$ cat src/rtl/ata_seq_pkg.sv
package ata_seq_pkg;

    localparam int LBA_W     = 28;
    localparam int CHUNK_MAX = 256;

    localparam int BSY_BIT = 7;
    localparam int DRQ_BIT = 3;
    localparam int ERR_BIT = 0;

    localparam logic [7:0] CMD_READ  = 8'h20;
    localparam logic [7:0] CMD_WRITE = 8'h30;

    typedef enum logic [2:0] {
        REG_DATA  = 3'd0,
        REG_FEAT  = 3'd1,
        REG_COUNT = 3'd2,
        REG_LBA0  = 3'd3,
        REG_LBA1  = 3'd4,
        REG_LBA2  = 3'd5,
        REG_DEVHD = 3'd6,
        REG_CMDST = 3'd7
    } tf_reg_e;

    typedef enum logic [3:0] {
        ST_IDLE,
        ST_WAIT_RDY,
        ST_TASKFILE,
        ST_WAIT_BSY,
        ST_WAIT_DRQ,
        ST_XFER,
        ST_FLUSH,
        ST_SECT_END,
        ST_DONE
    } seq_state_e;

    typedef struct packed {
        logic       write;
        logic       wide;
        logic [7:0] feat;
    } req_cfg_t;

    function automatic logic [7:0] devhead_byte(input logic [3:0] lba_top);
        return 8'hE0 | {4'h0, lba_top};
    endfunction

    // Posted-write relief: a status read follows every 16th data access,
    // never the very first one of a sector.
    function automatic logic flush_after(input logic [15:0] idx);
        return (idx != 16'd0) && (idx[3:0] == 4'd0);
    endfunction

endpackage

$ cat src/rtl/ata_req_clip.sv
module ata_req_clip
    import ata_seq_pkg::*;
#(
    parameter int COUNT_W = 16
) (
    input  logic [LBA_W-1:0]   lba,
    input  logic [COUNT_W-1:0] count,
    input  logic [LBA_W-1:0]   capacity,
    output logic [COUNT_W-1:0] len
);
    localparam int CW = (LBA_W > COUNT_W) ? LBA_W : COUNT_W;

    logic [CW-1:0] avail_w;
    logic [CW-1:0] count_w;

    always_comb begin
        avail_w = CW'(capacity - lba);
        count_w = CW'(count);
        if (lba >= capacity)
            len = '0;
        else if (avail_w < count_w)
            len = avail_w[COUNT_W-1:0];
        else
            len = count;
    end
endmodule

$ cat src/rtl/ata_chunk_calc.sv
module ata_chunk_calc
    import ata_seq_pkg::*;
#(
    parameter int COUNT_W = 16
) (
    input  logic [COUNT_W-1:0] remain,
    output logic [8:0]         chunk,
    output logic [7:0]         count_byte
);
    always_comb begin
        if (remain > COUNT_W'(CHUNK_MAX))
            chunk = 9'(CHUNK_MAX);
        else
            chunk = remain[8:0];
        count_byte = chunk[7:0];
    end
endmodule

$ cat src/rtl/ata_poll_timer.sv
module ata_poll_timer #(
    parameter int TO_W = 16
) (
    input  logic            clk,
    input  logic            rst,
    input  logic            clear,
    input  logic            run,
    input  logic [TO_W-1:0] limit,
    output logic            expired
);
    logic [TO_W-1:0] cnt_q;

    always_ff @(posedge clk) begin
        if (rst || clear)
            cnt_q <= '0;
        else if (run && (cnt_q != '1))
            cnt_q <= cnt_q + 1'b1;
    end

    assign expired = (cnt_q >= limit);
endmodule

$ cat src/rtl/ata_pio_seq.sv
module ata_pio_seq
    import ata_seq_pkg::*;
#(
    parameter int SECT_BYTES = 512,
    parameter int COUNT_W    = 16,
    parameter int TO_W       = 16
) (
    input  logic                                      clk,
    input  logic                                      rst,
    input  logic                                      req_valid,
    input  logic                                      req_write,
    input  logic                                      req_wide,
    input  logic [27:0]                               req_lba,
    input  logic [COUNT_W-1:0]                        req_count,
    input  logic [7:0]                                req_feature,
    input  logic [27:0]                               capacity,
    input  logic [TO_W-1:0]                           poll_limit,
    output logic                                      busy,
    output logic                                      done,
    output logic [COUNT_W-1:0]                        done_sectors,
    output logic                                      done_error,
    output logic                                      done_timeout,
    output logic                                      bus_req,
    output logic                                      bus_we,
    output logic [2:0]                                bus_reg,
    output logic [15:0]                               bus_wdata,
    input  logic                                      bus_ack,
    input  logic [15:0]                               bus_rdata,
    output logic [COUNT_W+$clog2(SECT_BYTES)-1:0]     buf_addr,
    output logic [15:0]                               buf_wdata,
    output logic                                      buf_we,
    input  logic [15:0]                               buf_rdata
);
    localparam int BUF_AW = COUNT_W + $clog2(SECT_BYTES);
    localparam int IDX_W  = $clog2(SECT_BYTES + 1);
    localparam logic [IDX_W-1:0] WORDS_WIDE   = IDX_W'(SECT_BYTES / 2);
    localparam logic [IDX_W-1:0] WORDS_NARROW = IDX_W'(SECT_BYTES);

    seq_state_e           state_q;
    req_cfg_t             cfg_q;
    tf_reg_e              tf_q;
    logic [LBA_W-1:0]     lba_q;
    logic [COUNT_W-1:0]   remain_q;
    logic [COUNT_W-1:0]   sect_cnt_q;
    logic [8:0]           sec_left_q;
    logic [IDX_W-1:0]     widx_q;
    logic [BUF_AW-1:0]    baddr_q;
    logic                 err_q;
    logic                 to_q;

    logic [COUNT_W-1:0]   clip_len;
    logic [8:0]           chunk_w;
    logic [7:0]           count_byte;
    logic                 polling;
    logic                 timer_clear;
    logic                 expired;
    logic [7:0]           st;
    logic [IDX_W-1:0]     sect_words;
    logic [7:0]           tf_byte;

    ata_req_clip #(.COUNT_W(COUNT_W)) clip_i (
        .lba      (req_lba),
        .count    (req_count),
        .capacity (capacity),
        .len      (clip_len)
    );

    ata_chunk_calc #(.COUNT_W(COUNT_W)) chunk_i (
        .remain     (remain_q),
        .chunk      (chunk_w),
        .count_byte (count_byte)
    );

    assign polling     = (state_q == ST_WAIT_RDY) || (state_q == ST_WAIT_BSY) ||
                         (state_q == ST_WAIT_DRQ);
    assign st          = bus_rdata[7:0];
    assign timer_clear = !polling ||
                         ((state_q == ST_WAIT_BSY) && bus_ack && !st[BSY_BIT]);

    ata_poll_timer #(.TO_W(TO_W)) timer_i (
        .clk     (clk),
        .rst     (rst),
        .clear   (timer_clear),
        .run     (polling),
        .limit   (poll_limit),
        .expired (expired)
    );

    assign sect_words = cfg_q.wide ? WORDS_WIDE : WORDS_NARROW;

    always_comb begin
        unique case (tf_q)
            REG_FEAT:  tf_byte = cfg_q.feat;
            REG_COUNT: tf_byte = count_byte;
            REG_LBA0:  tf_byte = lba_q[7:0];
            REG_LBA1:  tf_byte = lba_q[15:8];
            REG_LBA2:  tf_byte = lba_q[23:16];
            REG_DEVHD: tf_byte = devhead_byte(lba_q[27:24]);
            REG_CMDST: tf_byte = cfg_q.write ? CMD_WRITE : CMD_READ;
            default:   tf_byte = 8'h00;
        endcase
    end

    always_comb begin
        bus_req   = polling || (state_q == ST_TASKFILE) || (state_q == ST_XFER) ||
                    (state_q == ST_FLUSH);
        bus_we    = (state_q == ST_TASKFILE) || ((state_q == ST_XFER) && cfg_q.write);
        bus_reg   = (state_q == ST_TASKFILE) ? tf_q :
                    (state_q == ST_XFER)     ? REG_DATA : REG_CMDST;
        if (state_q == ST_TASKFILE)
            bus_wdata = {8'h00, tf_byte};
        else
            bus_wdata = cfg_q.wide ? buf_rdata : {8'h00, buf_rdata[7:0]};
        buf_wdata = cfg_q.wide ? bus_rdata : {8'h00, bus_rdata[7:0]};
        buf_we    = (state_q == ST_XFER) && !cfg_q.write && bus_ack;
    end

    assign buf_addr     = baddr_q;
    assign busy         = (state_q != ST_IDLE);
    assign done         = (state_q == ST_DONE);
    assign done_sectors = sect_cnt_q;
    assign done_error   = err_q;
    assign done_timeout = to_q;

    always_ff @(posedge clk) begin
        if (rst) begin
            state_q    <= ST_IDLE;
            cfg_q      <= '0;
            tf_q       <= REG_FEAT;
            lba_q      <= '0;
            remain_q   <= '0;
            sect_cnt_q <= '0;
            sec_left_q <= '0;
            widx_q     <= '0;
            baddr_q    <= '0;
            err_q      <= 1'b0;
            to_q       <= 1'b0;
        end else begin
            unique case (state_q)
                ST_IDLE: if (req_valid) begin
                    cfg_q      <= '{write: req_write, wide: req_wide, feat: req_feature};
                    lba_q      <= req_lba;
                    remain_q   <= clip_len;
                    sect_cnt_q <= '0;
                    baddr_q    <= '0;
                    err_q      <= 1'b0;
                    to_q       <= 1'b0;
                    state_q    <= (clip_len == '0) ? ST_DONE : ST_WAIT_RDY;
                end
                ST_WAIT_RDY: if (bus_ack) begin
                    if (!st[BSY_BIT]) begin
                        if (st[ERR_BIT]) begin
                            err_q   <= 1'b1;
                            state_q <= ST_DONE;
                        end else begin
                            tf_q    <= (cfg_q.feat != 8'h00) ? REG_FEAT : REG_COUNT;
                            state_q <= ST_TASKFILE;
                        end
                    end else if (expired) begin
                        to_q    <= 1'b1;
                        state_q <= ST_DONE;
                    end
                end
                ST_TASKFILE: if (bus_ack) begin
                    if (tf_q == REG_CMDST) begin
                        sec_left_q <= chunk_w;
                        state_q    <= ST_WAIT_BSY;
                    end else begin
                        tf_q <= tf_reg_e'(3'(tf_q) + 3'd1);
                    end
                end
                ST_WAIT_BSY: if (bus_ack) begin
                    if (!st[BSY_BIT]) begin
                        if (st[ERR_BIT]) begin
                            err_q   <= 1'b1;
                            state_q <= ST_DONE;
                        end else begin
                            state_q <= ST_WAIT_DRQ;
                        end
                    end else if (expired) begin
                        to_q    <= 1'b1;
                        state_q <= ST_DONE;
                    end
                end
                ST_WAIT_DRQ: if (bus_ack) begin
                    if (st[DRQ_BIT]) begin
                        widx_q  <= '0;
                        state_q <= ST_XFER;
                    end else if (expired) begin
                        to_q    <= 1'b1;
                        state_q <= ST_DONE;
                    end
                end
                ST_XFER: if (bus_ack) begin
                    widx_q  <= widx_q + 1'b1;
                    baddr_q <= baddr_q + 1'b1;
                    if (cfg_q.write && flush_after(16'(widx_q)))
                        state_q <= ST_FLUSH;
                    else if (widx_q == sect_words - 1'b1)
                        state_q <= ST_SECT_END;
                end
                ST_FLUSH: if (bus_ack) begin
                    state_q <= (widx_q == sect_words) ? ST_SECT_END : ST_XFER;
                end
                ST_SECT_END: begin
                    sect_cnt_q <= sect_cnt_q + 1'b1;
                    sec_left_q <= sec_left_q - 1'b1;
                    if (sec_left_q == 9'd1) begin
                        lba_q    <= lba_q + LBA_W'(chunk_w);
                        remain_q <= remain_q - COUNT_W'(chunk_w);
                        state_q  <= (remain_q == COUNT_W'(chunk_w)) ? ST_DONE : ST_WAIT_RDY;
                    end else begin
                        state_q <= ST_WAIT_BSY;
                    end
                end
                ST_DONE: state_q <= ST_IDLE;
                default: state_q <= ST_IDLE;
            endcase
        end
    end
endmodule

$ cat config.mk
export PLATFORM = sky130hd
export DESIGN_NAME = ata_pio_seq
export DESIGN_NICKNAME = d
export VERILOG_FILES = /design/src/rtl/ata_seq_pkg.sv /design/src/rtl/ata_req_clip.sv /design/src/rtl/ata_chunk_calc.sv /design/src/rtl/ata_poll_timer.sv /design/src/rtl/ata_pio_seq.sv
export SDC_FILE = /design/constraint.sdc
export NUM_CORES = 1
export LEC_CHECK = 0
export ABC_AREA = 1
export BUFFER_PORTS_ARGS = -buffer_cell sky130_fd_sc_hd__buf_4
export CORE_ASPECT_RATIO = 0.7
export CORE_MARGIN = 1
export CORE_UTILIZATION = 45
export DETAILED_ROUTE_END_ITERATION = 8
export MAX_ROUTING_LAYER = met4
export PLACE_DENSITY = 0.67
export RECOVER_POWER = 50
export SYNTH_ARGS = -nofsm -noshare
export SYNTH_HDL_FRONTEND = slang
export SYNTH_SLANG_ARGS = --single-unit
export TNS_END_PERCENT = 5
$ cat constraint.sdc
create_clock -name clk -period 4.5 [get_ports clk]
set_clock_uncertainty 0.05 [all_clocks]
set_input_delay 0.45 -clock clk [delete_from_list [all_inputs] [get_ports clk]]
set_output_delay 0.45 -clock clk [all_outputs]
set_load 0.05 [all_outputs]
## After elaboration in Yosys (flattened, before gate mapping)

Cells that the tools add are included.

- Register bits: 139
- Bits of input ports: 134
- Logic and storage cells: 178

- Reduce and logical (&&, ||, !) cells: 43
- Muxes and demuxes: 68
- Eq/ne operators: 39
- $lt $le $gt $ge: 4
- $add $sub $neg: 10

Operators with widths:

| kind | number |
|---|---|
| two-way mux 16 bit | 8 |
| two-way mux 4 bit | 19 |
| case mux 16 bit (2 select lines) | 2 |
| two-way mux 28 bit | 2 |
| case mux 28 bit (2 select lines) | 1 |
| case mux 8 bit (7 select lines) | 1 |
| two-way mux 25 bit | 2 |
| case mux 25 bit (2 select lines) | 1 |
| two-way mux 10 bit | 4 |
| adder 16 x 1 -> 16 bit (second input constant) | 2 |
| case mux 4 bit (8 select lines) | 1 |
| adder 28 x 9 -> 28 bit | 1 |
| >= comparator 28 bit | 1 |
| less-than comparator 28 x 16 -> 1 bit | 1 |
| inequality test 2 bit (second input constant) | 14 |
| subtractor 28 bit | 1 |
| two-way mux 9 bit | 3 |
| adder 25 x 1 -> 25 bit (second input constant) | 1 |
| two-way mux 3 bit | 7 |
| == test 10 bit | 2 |
| case mux 10 bit (2 select lines) | 1 |
| case mux 9 bit (2 select lines) | 1 |
| == test 16 x 9 -> 1 bit | 1 |
| == test 4 x 3 -> 1 bit (second input constant) | 4 |
| other kinds (40) | 83 |

## Depth between registers and ports, before layout

Gate-level depths: netlist of the first run.

- Depth after elaboration: 8
- Mapped depth: 27

## Cells and area by module

From an unflattened synthesis of the first run, not the netlist that was laid out.

- Cells, all modules: 2,337
- Area total of the unflattened synthesis: 13,495.4 µm²

Modules (own cells, without submodules):

| module | instances | area an instance (µm²) | cells an instance |
|---|---|---|---|
| ata_pio_seq | 1 | 8,884.8 | 1,477 |
| ata_req_clip | 1 | 3,031.7 | 602 |
| ata_poll_timer | 1 | 1,366.3 | 219 |
| ata_chunk_calc | 1 | 212.7 | 39 |

## Worst setup path before layout of the first run

No wires, ideal clock.

- Kind: register to register
- Start point: register remain_q[9]
- End point: register lba_q[26]
- Slack: 0.871 ns
- Library setup time: 0.070 ns
- Path buffers: 1
- Arrival time: 3.509 ns
- Stages on the path, launching flop included: 23
- Cell sequence: dfxtp_1 > or2_2 > nor2_2 > nand3_1 > inv_1 > nand2_2 > nand2_2 > inv_2 > clkbuf_1 > nor2_1 > ha_1 > inv_1 > fa_1 > inv_1 > a31oi_1 > nor2_1 > nand2_1 > nor4_1 > nand3_1 > o21ai_0 > a21o_1 > o211ai_1 > a21oi_1

- Cells in the longest elaborated chain, start to end: 5

Ends and longest elaborated chain:

| what | RTL line | source |
|---|---|---|
| from (decl) | ata_pio_seq.sv:43 | `logic [COUNT_W-1:0] remain_q;` |
| from (signal assigned) | ata_pio_seq.sv:143 | `remain_q <= clip_len;` |
| from (signal assigned) | ata_pio_seq.sv:210 | `remain_q <= remain_q - COUNT_W'(chunk_w);` |
| greater-than comparator 16 x 9 -> 1 bit | ata_chunk_calc.sv:11 | `if (remain > COUNT_W'(CHUNK_MAX))` |
| two-way mux 9 bit | ata_chunk_calc.sv:11 |  |
| adder 28 x 9 -> 28 bit | ata_pio_seq.sv:209 | `lba_q <= lba_q + LBA_W'(chunk_w);` |
| two-way mux 28 bit | ata_pio_seq.sv:208 | `if (sec_left_q == 9'd1) begin` |
| case mux 28 bit (2 select lines) | ata_pio_seq.sv:139 | `unique case (state_q)` |
| to (signal assigned) | ata_pio_seq.sv:142 | `lba_q <= req_lba;` |
| to (signal assigned) | ata_pio_seq.sv:209 |  |
| to (decl) | ata_pio_seq.sv:42 | `logic [LBA_W-1:0] lba_q;` |

No other way between the ends. The select of a mux whose other input is x is not followed.
A chain may end at the register's enable or synchronous reset.

## Worst setup path in the final report of the first run

- Start point: input port capacity[0]
- End point: register state_q[0]

- Cells in the longest elaborated chain, start to end: 8

Ends and longest elaborated chain:

| what | RTL line | source |
|---|---|---|
| from (decl) | ata_pio_seq.sv:16 | `input logic [27:0] capacity,` |
| subtractor 28 bit | ata_req_clip.sv:17 | `avail_w = CW'(capacity - lba);` |
| less-than comparator 28 x 16 -> 1 bit | ata_req_clip.sv:21 | `else if (avail_w < count_w)` |
| two-way mux 16 bit | ata_req_clip.sv:21 |  |
| two-way mux 16 bit (*) | ata_req_clip.sv:19 | `if (lba >= capacity)` |
| logical NOT 16 bit (*) | ata_pio_seq.sv:148 | `state_q <= (clip_len == '0) ? ST_DONE : ST_WAIT_RDY;` |
| two-way mux 4 bit (*) | ata_pio_seq.sv:148 |  |
| two-way mux 4 bit (*) | ata_pio_seq.sv:140 | `ST_IDLE: if (req_valid) begin` |
| case mux 4 bit (8 select lines) (*) | ata_pio_seq.sv:139 |  |
| to (signal assigned) | ata_pio_seq.sv:148 |  |
| to (signal assigned) | ata_pio_seq.sv:203 | `state_q <= (widx_q == sect_words) ? ST_SECT_END : ST_XFER;` |
| to (signal assigned) | ata_pio_seq.sv:211 | `state_q <= (remain_q == COUNT_W'(chunk_w)) ? ST_DONE : ST_WAIT_RDY;` |
| to (decl) | ata_pio_seq.sv:39 | `seq_state_e state_q;` |

Every way passes the cells marked *; elsewhere a longest branch is shown, timed or not. The select of a mux whose other input is x is not followed.

==> flow_summary_export.csv, run 1 <==
group,metric,value,unit
run_status,status,"finished with violations",
run_status,violations,"capacitance limit, slew limit",
route,wl,39.5,mm
final_layout,diodes,0,
setup_path,crit_required,4720,ps
yosys,syn_nets,2171,
final_layout,seqCellArea,2780,µm²
hold_path,min_to,"cfg_q[8]$_SDFFE_PP0P_",
timing,slew_headroom,-0.0229,
timing,final-hold-violation-count,0,
timing,worstMarginPinSlew,1530,ps
die,initial_utilization,0.461,
placed_design,routabilityCongestion,0.998,
timing,fin_setup_tns,0,ps
yosys,yosys_warnings,0,
route,drt-initial-drc-count,1250,
clocking,clock-sinks,139,
clocking,cts_tree,"done",
global_route,grt_max_degree,78,
pwr,p_leak,0.00669,µW
clocking,postCtsSetupBuffers,0,
global_route,grtUsageTotal,0.296,
clocking,cts-root-buf,"clkbuf_16",
hold_path,worstHoldStart,"req_wide",
die,fp.dieW,196,µm
clocking,clock_path_buffers,2,
setup_path,worst_r2r_startpoint,"remain_q[9]$_SDFFE_PP0P_",
final_layout,multi_input_area,7490,µm²
setup_path,endpoint_kind,"flop",
clocking,clk_latency,430,ps
setup_path,critPathArrivalTime,4410,ps
pwr,ir_drop,0.242,mV
placed_design,port_buffers,206,
die,rows,49,
placed_design,dp_hpwl,31.5,mm
yosys,synthTopCellsByArea,"dfxtp_1 (23%), nand2_1 (16%), inv_1 (11%)",
final_layout,area_growth,18.7,%
route,postRouteAntennaNets,0,
timing,slew_violations,31,
final_layout,fillers,2701,
clocking,holdBufCountCts,0,
hold_path,holdPathStages,3,
setup_path,worstSetupStartpointType,"primary input",
die,die_area,27100,µm²
clocking,cts.clk_slew.worst_paths,70,ps
timing,rsz0062_at_grt,"no",
setup_path,critPathKind,"primary input to flop",
clocking,htree_num_levels,4,
setup_path,cp_max_fo,17,
clocking,cts_resized,0,
hold_path,hold_path_class,"primary input to flop",
global_route,grt_pass1_vias,11700,
yosys,synth.top_cell.area_share,0.234,
yosys,netlist_area,11900,µm²
yosys,syn_avg_cell_area,6.09,µm²
global_route,grt_antenna_before_repair,0,
yosys,yosysUniqueCellTypes,62,
global_route,grt_pass1_wl,62.2,mm
yosys,synth-seq-cells,139,
yosys,ys_seq_area_frac,0.234,
pwr,p_per_area,315,nW/µm²
global_route,overflow,0,
timing,setup_violations,0,
yosys,synth_area_leader_cell,"dfxtp_1",
setup_path,reg2reg_depth,23,
flow_run,cap_violations,1,
yosys,synth_ff_type,"dfxtp_1",
route,routedWlPerCell,15.7,µm
timing,fin_crit_sh,0.931,
setup_path,rrSetupSlack,420,ps
pwr,power,4450,µW
die,pin_count,217,
final_layout,drive_above_1_share,0.109,
yosys,synth_cells,1953,
route,drc,0,
timing,finalCriticalPeriod,4190,ps
route,drt_first_pass_iters,5,
setup_path,r2r-end,"lba_q[26]$_SDFFE_PP0P_",
yosys,postSynth.asyncResetShare,0,
clocking,numCtsBuffers,17,
timing,max_freq,239,MHz
route,viasPerCell,5.27,
die,core_area,25800,µm²
final_layout,nNetsFinal,2359,
route,via_count,13200,
yosys,synth_edf_count,0,
die,die_h,138,µm
## placed cells by master, fill, tap and decap left out, types with 4 or more instances in the layout
master	synthesis	layout
a211oi_1	9	9
a21oi_1	167	167
a221oi_1	20	20
a31oi_1	10	10
buf_4	9	158
clkbuf_1	38	68
clkbuf_16	0	17
clkinv_4	0	5
dfxtp_1	139	139
ha_1	82	82
inv_1	351	352
inv_2	6	6
nand2_1	513	514
nand2_2	6	5
nand3_1	92	92
nand4_1	34	34
nor2_1	171	171
nor2_2	10	10
nor3_1	38	39
nor3b_1	5	5
nor4_1	6	6
o2111ai_1	5	5
o211ai_1	22	22
o21ai_0	92	91
o221ai_1	15	15
o22ai_1	5	5
o31ai_1	4	4
xnor2_1	9	9
xor2_1	30	30
## metal layers
layer  part of all wire  vias to the layer above  global-route usage
met5                  0                        -                   -
met4             0.0081                        0              0.0452
met3              0.085                       27              0.0573
met2               0.40                      496               0.402
met1               0.51                     5978               0.450
li1                   -                     6720                   -
## state kept, by name (all words and copies together) (netlist names)
register and count:
done_timeout 1, timer_i.cnt_q 16, tf_q 3, buf_addr 25, done_error 1, lba_q 28
cfg_q 10, state_q 4, remain_q 16, widx_q 10, sec_left_q 9, done_sectors 16
## synth_stat cells, types with 3 or more instances
library cell and instances:
xor2_1 30, o31ai_1 4, a221oi_1 20, o221ai_1 15
dfxtp_1 139, buf_4 9, a21o_1 3, inv_1 351
nor4_1 6, inv_2 6, nor3_4 3, ha_1 82
nand2_2 6, a211oi_1 9, buf_1 7, nor3b_1 5
nor2_2 10, nor2_4 3, nand3_1 92, a211o_1 3
o211ai_1 22, clkbuf_1 38, xnor2_1 9, a21oi_1 167
a31oi_1 10, o2111ai_1 5, nor2_1 171, o21ai_0 92
or2_2 3, nand4_1 34, nand2_1 513, o22ai_1 5
nand3_2 3, nor3_1 38
## logic make-up (layout without fill, tap and decap cells)
kind of cell	count (synthesis)	after routing	synth area share
other	1	1	0.000315
buffers and inverters	415	616	0.135
adders and majority gates	84	84	0.0896
DFF	139	139	0.234
xor gates and xnor gates	39	39	0.0287
and+or+nand+nor	902	902	0.327
AOI/OAI and AO/OA	373	373	0.185
## worst max-delay path by stage
stage,end,slack [ps],depth (start not counted),start
2_1_floorplan,lba_q[26]$_SDFFE_PP0P_,870,22,remain_q[9]$_SDFFE_PP0P_
3_3_place_gp,state_q[0]$_SDFFE_PP0P_,90,25,capacity[0]
3_5_place_dp,state_q[0]$_SDFFE_PP0P_,100,25,capacity[0]
4_1_cts,state_q[0]$_SDFFE_PP0P_,540,25,capacity[0]
5_1_grt,lba_q[26]$_SDFFE_PP0P_,130,23,remain_q[9]$_SDFFE_PP0P_
6_report,state_q[0]$_SDFFE_PP0P_,310,25,capacity[0]
## per-stage QoR
| stage | hold slack (ps) | std cells | instance area [µm²] | util | setup WS (ps) |
|---|---|---|---|---|---|
| 2_1_floorplan | 394 | 1953 | 11900 | - | 871 |
| 3_3_place_gp | 404 | 2479 | 13800 | 0.535 | 87.9 |
| 3_5_place_dp | 411 | 2479 | 13800 | 0.535 | 95.5 |
| 4_1_cts | 236 | 2511 | 14400 | 0.558 | 538 |
| 5_1_grt | 252 | 2511 | 14100 | 0.547 | 126 |
| 6_report | 255 | 2511 | 14100 | 0.547 | 310 |
## worst max-delay path: stages
cell	delay, ps
buf_4	110
inv_1	40
ha_1	150
inv_1	100
fa_1	490
nand2_1	110
nand3_1	240
a31o_2	300
xnor2_1	570
inv_1	100
ha_1	300
nand2_1	70
o21ai_0	210
nor2_2	60
buf_4	200
nand3_4	180
nand2_1	70
nand3_1	90
nand2_1	70
nor2_1	120
nand2_1	100
o21ai_1	120
nand2_1	60
nand2_1	50
a21oi_1	60
## power breakdown
| part | total, µW | internal (µW) | switching (µW) | leakage, µW |
|---|---|---|---|---|
| clock | 1450 | 851 | 597 | 0.000283 |
| sequential | 1410 | 1320 | 92.7 | 0.00113 |
| combinational | 1600 | 506 | 1090 | 0.00528 |
## cell type report
| cell class | count | share of cell area |
|---|---|---|
| multi-input cells | 1399 | 0.531 |
| flip-flops and latches | 139 | 0.197 |
| repair buffers | 226 | 0.103 |
| inverters | 358 | 0.0952 |
| clock buffers | 20 | 0.0323 |
| well taps | 357 | 0.0316 |
| clock inverters | 12 | 0.00992 |
Power figures use the tool's default switching activity.
==> inputs of run 2 (changes only) <==
--- a/config.mk
+++ b/config.mk
@@ -8,7 +8,7 @@
 export ABC_AREA = 1
 export BUFFER_PORTS_ARGS = -buffer_cell sky130_fd_sc_hd__buf_4
 export CORE_ASPECT_RATIO = 0.7
-export CORE_MARGIN = 1
+export CORE_MARGIN = 1.5
 export CORE_UTILIZATION = 45
 export DETAILED_ROUTE_END_ITERATION = 8
 export MAX_ROUTING_LAYER = met4
==> run 2 against run 1 <==
The run now ends clean. Total power up 0.61%. First-iteration DRC count down 20%. Clock power about the same. Hold slack worse by 20 ps. Largest cell class unchanged. Sequential power about the same. Via count down 0.33%. Utilization up 0.14 points. Register-to-register slack worse by 50 ps. Maximum frequency up 1.3%.
==> flow_summary_export.csv, run 2 (synthesis gave the netlist of run 1 again) <==
group,metric,value,unit
final_layout,utilization,0.549,
final_layout,drive_above_1_share,0.109,
final_layout,multi_input_area,7500,µm²
setup_path,crit_required,4730,ps
die,die_area,27400,µm²
timing,max_freq,242,MHz
timing,rsz0062_at_grt,"no",
setup_path,rrSetupSlack,370,ps
die,initial_utilization,0.461,
pwr,p_leak,0.00671,µW
clocking,cts-root-buf,"clkbuf_16",
setup_path,cp_max_fo,16,
clocking,cts.clk_slew.worst_paths,70,ps
placed_design,routabilityCongestion,1.01,
setup_path,critPathArrivalTime,4370,ps
route,drc,0,
timing,worstMarginPinSlew,1200,ps
hold_path,holdPathStages,3,
die,fp.dieW,197,µm
route,routedWlPerCell,15.6,µm
setup_path,reg2reg_depth,22,
final_layout,layout_commonest_cell,"nand2_1",
hold_path,min_to,"cfg_q[2]$_SDFFE_PP0P_",
final_layout,diodes,0,
hold_path,hold_path_class,"primary input to flop",
run_status,status,"finished, final reports clean",
hold_path,worstHoldStart,"req_feature[2]",
die,core_area,25800,µm²
clocking,clock-sinks,139,
global_route,overflow,0,
route,drt-initial-drc-count,1004,
timing,final-hold-violation-count,0,
clocking,numCtsBuffers,17,
route,postRouteAntennaNets,0,
pwr,ir_drop,0.314,mV
final_layout,seqCellArea,2780,µm²
pwr,p_per_area,316,nW/µm²
setup_path,worstSetupStartpointType,"primary input",
global_route,grt_max_degree,78,
setup_path,r2r-end,"lba_q[26]$_SDFFE_PP0P_",
timing,fin_setup_tns,0,ps
placed_design,dp_hpwl,31.4,mm
global_route,grt_pass1_vias,12000,
final_layout,final_cell_mix,"nand2_1 (515), inv_1 (354), nor2_1 (170)",
timing,slew_violations,0,
setup_path,critPathKind,"primary input to flop",
final_layout,regMostFlops,"lba_q",
route,wl,39.1,mm
global_route,grt_pass1_wl,62.9,mm
final_layout,fillers,2711,
final_layout,nNetsFinal,2359,
clocking,htree_num_levels,4,
placed_design,port_buffers,206,
setup_path,endpoint_kind,"flop",
timing,slew_headroom,0.200,
final_layout,area_growth,19.0,%
global_route,grtUsageTotal,0.296,
timing,finalCriticalPeriod,4130,ps
clocking,cts_tree,"done",
clocking,holdBufCountCts,0,
clocking,clock_path_buffers,2,
die,pin_count,217,
die,die_h,139,µm
route,via_count,13200,
global_route,grt_antenna_before_repair,0,
timing,setup_violations,0,
clocking,clk_latency,430,ps
route,drt_first_pass_iters,5,
die,rows,49,
flow_run,cap_violations,0,
setup_path,worst_r2r_startpoint,"remain_q[9]$_SDFFE_PP0P_",
timing,fin_crit_sh,0.919,
final_layout,largest_reg_flops,28,
route,viasPerCell,5.25,
==> run 2: worst max-delay path by stage <==
stage / slack (ps) / cells after the start / from / to
after detailed placement: 40 / 24 / req_lba[2] / state_q[0]$_SDFFE_PP0P_
after floorplan: 870 / 22 / remain_q[9]$_SDFFE_PP0P_ / lba_q[26]$_SDFFE_PP0P_
after global placement: 30 / 24 / req_lba[1] / state_q[0]$_SDFFE_PP0P_
after CTS: 370 / 23 / remain_q[9]$_SDFFE_PP0P_ / lba_q[26]$_SDFFE_PP0P_
final: 370 / 24 / req_lba[2] / state_q[0]$_SDFFE_PP0P_
after global routing: 5 / 24 / req_lba[1] / state_q[0]$_SDFFE_PP0P_
==> run 2: cell type report <==
cell class,count,area share
sequential,139,0.197
timing repair buffer,226,0.104
clock inverter,10,0.00990
clock buffer,22,0.0335
multi-input combinational,1399,0.529
inverter,358,0.0949
tap,357,0.0316
==> run 2: per-stage QoR <==
| step | cells | hold slack (ps) | setup WS, ps | power (µW) | cell area, µm² |
|---|---|---|---|---|---|
| 2_1_floorplan | 1953 | 394 | 871 | 2510 | 11900 |
| 3_3_place_gp | 2479 | 403 | 30.0 | 3020 | 13800 |
| 3_5_place_dp | 2479 | 410 | 38.4 | 3030 | 13800 |
| 4_1_cts | 2511 | 222 | 375 | 4520 | 14400 |
| 5_1_grt | 2511 | 246 | 4.52 | 4740 | 14200 |
| 6_report | 2511 | 236 | 365 | 4480 | 14200 |
==> run 2: metal layers <==
layer,GRT usage,wire length (µm),share of wire,vias to the layer above
met4,0.0575,397,0.010,0
met1,0.437,19700,0.50,6022
met5,-,0,0,-
met2,0.409,15900,0.41,399
met3,0.0635,3090,0.079,25
li1,-,-,-,6732
==> run 2: power by group <==
part	switching (µW)	total, µW	internal [µW]
combinational	1080	1590	507
sequential	92.2	1410	1320
clock	566	1480	916
==> run 2: worst max-delay path: stages <==
cell and delay (ps):
buf_4 80, inv_1 30, ha_1 340, nand2_1 110, nand3_1 240, nand2_1 120, nand2_1 170, a31o_2 260
xnor2_1 540, inv_1 100, ha_1 320, a21oi_1 200, o21ai_0 120, nor2_2 190, buf_4 240, nand4_1 130
nand3_1 150, nand2_1 70, nor2_1 110, nand2_1 100, o21ai_1 130, nand2_1 60, nand2_1 50, a21oi_1 50
==> run 2: timing repair <==
| action | CTS | global route |
|---|---|---|
| resized for setup | 0 | 2 |
| setup buffers | 0 | 0 |
| endpoints found under the setup margin | 0 | 1 |
==> inputs of run 3 (changes only) <==
--- a/config.mk
+++ b/config.mk
@@ -9,10 +9,9 @@
 export BUFFER_PORTS_ARGS = -buffer_cell sky130_fd_sc_hd__buf_4
 export CORE_ASPECT_RATIO = 0.7
 export CORE_MARGIN = 1.5
-export CORE_UTILIZATION = 45
+export CORE_UTILIZATION = 25
 export DETAILED_ROUTE_END_ITERATION = 8
 export MAX_ROUTING_LAYER = met4
-export PLACE_DENSITY = 0.67
 export RECOVER_POWER = 50
 export SYNTH_ARGS = -nofsm -noshare
 export SYNTH_HDL_FRONTEND = slang
==> run 3 against run 2 <==
Sequential power barely moved. First-iteration DRC count rose by 12%. Sequential share of layout area fell by 0.40 points. Register-to-register slack improved by 30 ps. Utilization fell by 24 points. Routed wire length rose by 13%. Setup slack barely moved. Critical path depth rose by 1. Global-route usage fell by 11 points. Critical endpoint unchanged.
==> flow_summary_export.csv, run 3 (synthesis gave the netlist of run 1 again) <==
group,metric,value,unit
run_status,status,"finished, final reports clean",
placed_design,place_area,14100,µm²
global_route,grt_pass1_vias,11700,
route,routedWlPerCell,16.0,µm
placed_design,port_buffers,206,
clocking,holdBufCountCts,0,
setup_path,critPathArrivalTime,4380,ps
setup_path,crit_required,4740,ps
route,viasPerCell,4.76,
route,via_count,13200,
die,die_h,186,µm
final_layout,final_cell_area,14500,µm²
clocking,cts.clk_slew.worst_paths,70,ps
die,initial_utilization,0.255,
placed_design,routabilityCongestion,0.990,
route,drc,0,
final_layout,largest_reg_flops,28,
flow_run,cap_violations,0,
global_route,grt_pass1_wl,67.5,mm
placed_design,dp_hpwl,35.8,mm
global_route,overflow,0,
pwr,p_per_area,309,nW/µm²
die,fp.dieW,264,µm
setup_path,cp_max_fo,17,
timing,final-hold-violation-count,0,
die,core_area,46700,µm²
global_route,grtUsageTotal,0.182,
final_layout,area_growth,21.5,%
final_layout,diodes,0,
final_layout,final_cell_mix,"nand2_1 (515), inv_1 (353), nor2_1 (171)",
placed_design,dpl_worst_slack,44.9,ps
final_layout,fillers,5280,
timing,setup_violations,0,
timing,rsz0062_at_grt,"no",
timing,whs,239,ps
final_layout,drive_above_1_share,0.110,
setup_path,critPathKind,"primary input to flop",
timing,finalCriticalPeriod,4130,ps
die,die_area,48900,µm²
route,wl,44.2,mm
clocking,cts-root-buf,"clkbuf_16",
clocking,numCtsBuffers,17,
setup_path,endpoint_kind,"flop",
route,postRouteAntennaNets,0,
pwr,p_leak,0.00672,µW
final_layout,final_cell_count_no_fill,2768,
global_route,grt_antenna_before_repair,0,
placed_design,dp.cells,2737,
route,drt-initial-drc-count,1124,
die,pin_count,217,
clocking,cts_tree,"done",
timing,slew_violations,0,
clocking,clock_path_buffers,2,
timing,finalWorstSetupSlack,365,ps
global_route,use_met2,0.265,
hold_path,hold_path_class,"primary input to flop",
clocking,clk_latency,440,ps
final_layout,layout_commonest_cell,"nand2_1",
global_route,use_met1,0.259,
die,rows,66,
global_route,gr-max-usage-layer,"met2",
global_route,grt_util_met3,0.0352,
setup_path,worstSetupStartpointType,"primary input",
clocking,clock-sinks,139,
clocking,htree_num_levels,4,
final_layout,nNetsFinal,2362,
pwr,power,4470,µW
global_route,grt_max_degree,66,
timing,slew_headroom,0.0341,
final_layout,regMostFlops,"lba_q",
timing,worstMarginPinSlew,1440,ps
route,drt_first_pass_iters,7,
pwr,ir_drop,0.256,mV
timing,fin_crit_sh,0.919,
timing,max_freq,242,MHz
-- run 3: cell types whose count changed in the layout (fill, tap and decap cells not counted), sizes merged --
cell / before / now
clkinvlp: 3 / 2
clkbuf: 88 / 89
clkinv: 4 / 2
buf: 160 / 165
bufinv: 3 / 2
-- run 3: final timing paths --
path | from | end | slack (ps) | cells past startpoint
setup reg to reg | remain_q[9]$_SDFFE_PP0P_ | lba_q[26]$_SDFFE_PP0P_ | 400 | 23
hold / removal | req_feature[7] | cfg_q[7]$_SDFFE_PP0P_ | 240 | 3
setup / recovery | capacity[0] | state_q[0]$_SDFFE_PP0P_ | 370 | 25
hold reg to reg | done_timeout$_SDFFE_PP0P_ | done_timeout$_SDFFE_PP0P_ | 420 | 2
-- run 3: layer usage --
layer  vias up  wire, µm
met5         -         0
li1       6732         -
met3        48      2940
met4         0       733
met2       408     18500
met1      5994     22000
-- run 3: area by class of cell --
cell class,instances,area [µm²],area share
Clock inverter,6,85.1,0.00589
Multi-Input combinational cell,1399,7490,0.518
Clock buffer,25,505,0.0350
Timing Repair Buffer,229,1480,0.102
Tap cell,612,766,0.0530
Sequential cell,139,2780,0.193
Inverter,358,1340,0.0930
-- run 3: report_power, final --
part           switching, µW  internal (µW)
combinational           1110            500
sequential              93.6           1320
clock                    564            885
total                   1760           2700
-- run 3: metrics by stage --
stage,util,setup TNS (ps)
after floorplan,-,0
after global placement,0.302,-17.6
after detailed placement,0.302,0
after CTS,0.315,0
after global routing,0.309,0
final,0.309,0
-- run 3: critical path, cell delays in order --
cell,delay (ps)
buf_4,110
inv_1,40
ha_1,130
inv_1,90
fa_1,440
nand2_1,100
nand3_1,240
a31o_2,300
xnor2_1,440
inv_1,100
ha_1,290
nand2_1,70
o21ai_0,280
nor2_2,70
buf_4,210
nand3_4,190
nand2_1,70
nand3_1,110
nand2_1,70
nor2_1,160
nand2_1,100
o21ai_1,140
nand2_1,60
nand2_1,50
a21oi_1,60
-- run 3: timing repair --
| item | in CTS | in global routing |
|---|---|---|
| resized for setup | 0 | 1 |
| setup buffers | 0 | 0 |
| endpoints found under the setup margin | 0 | 1 |
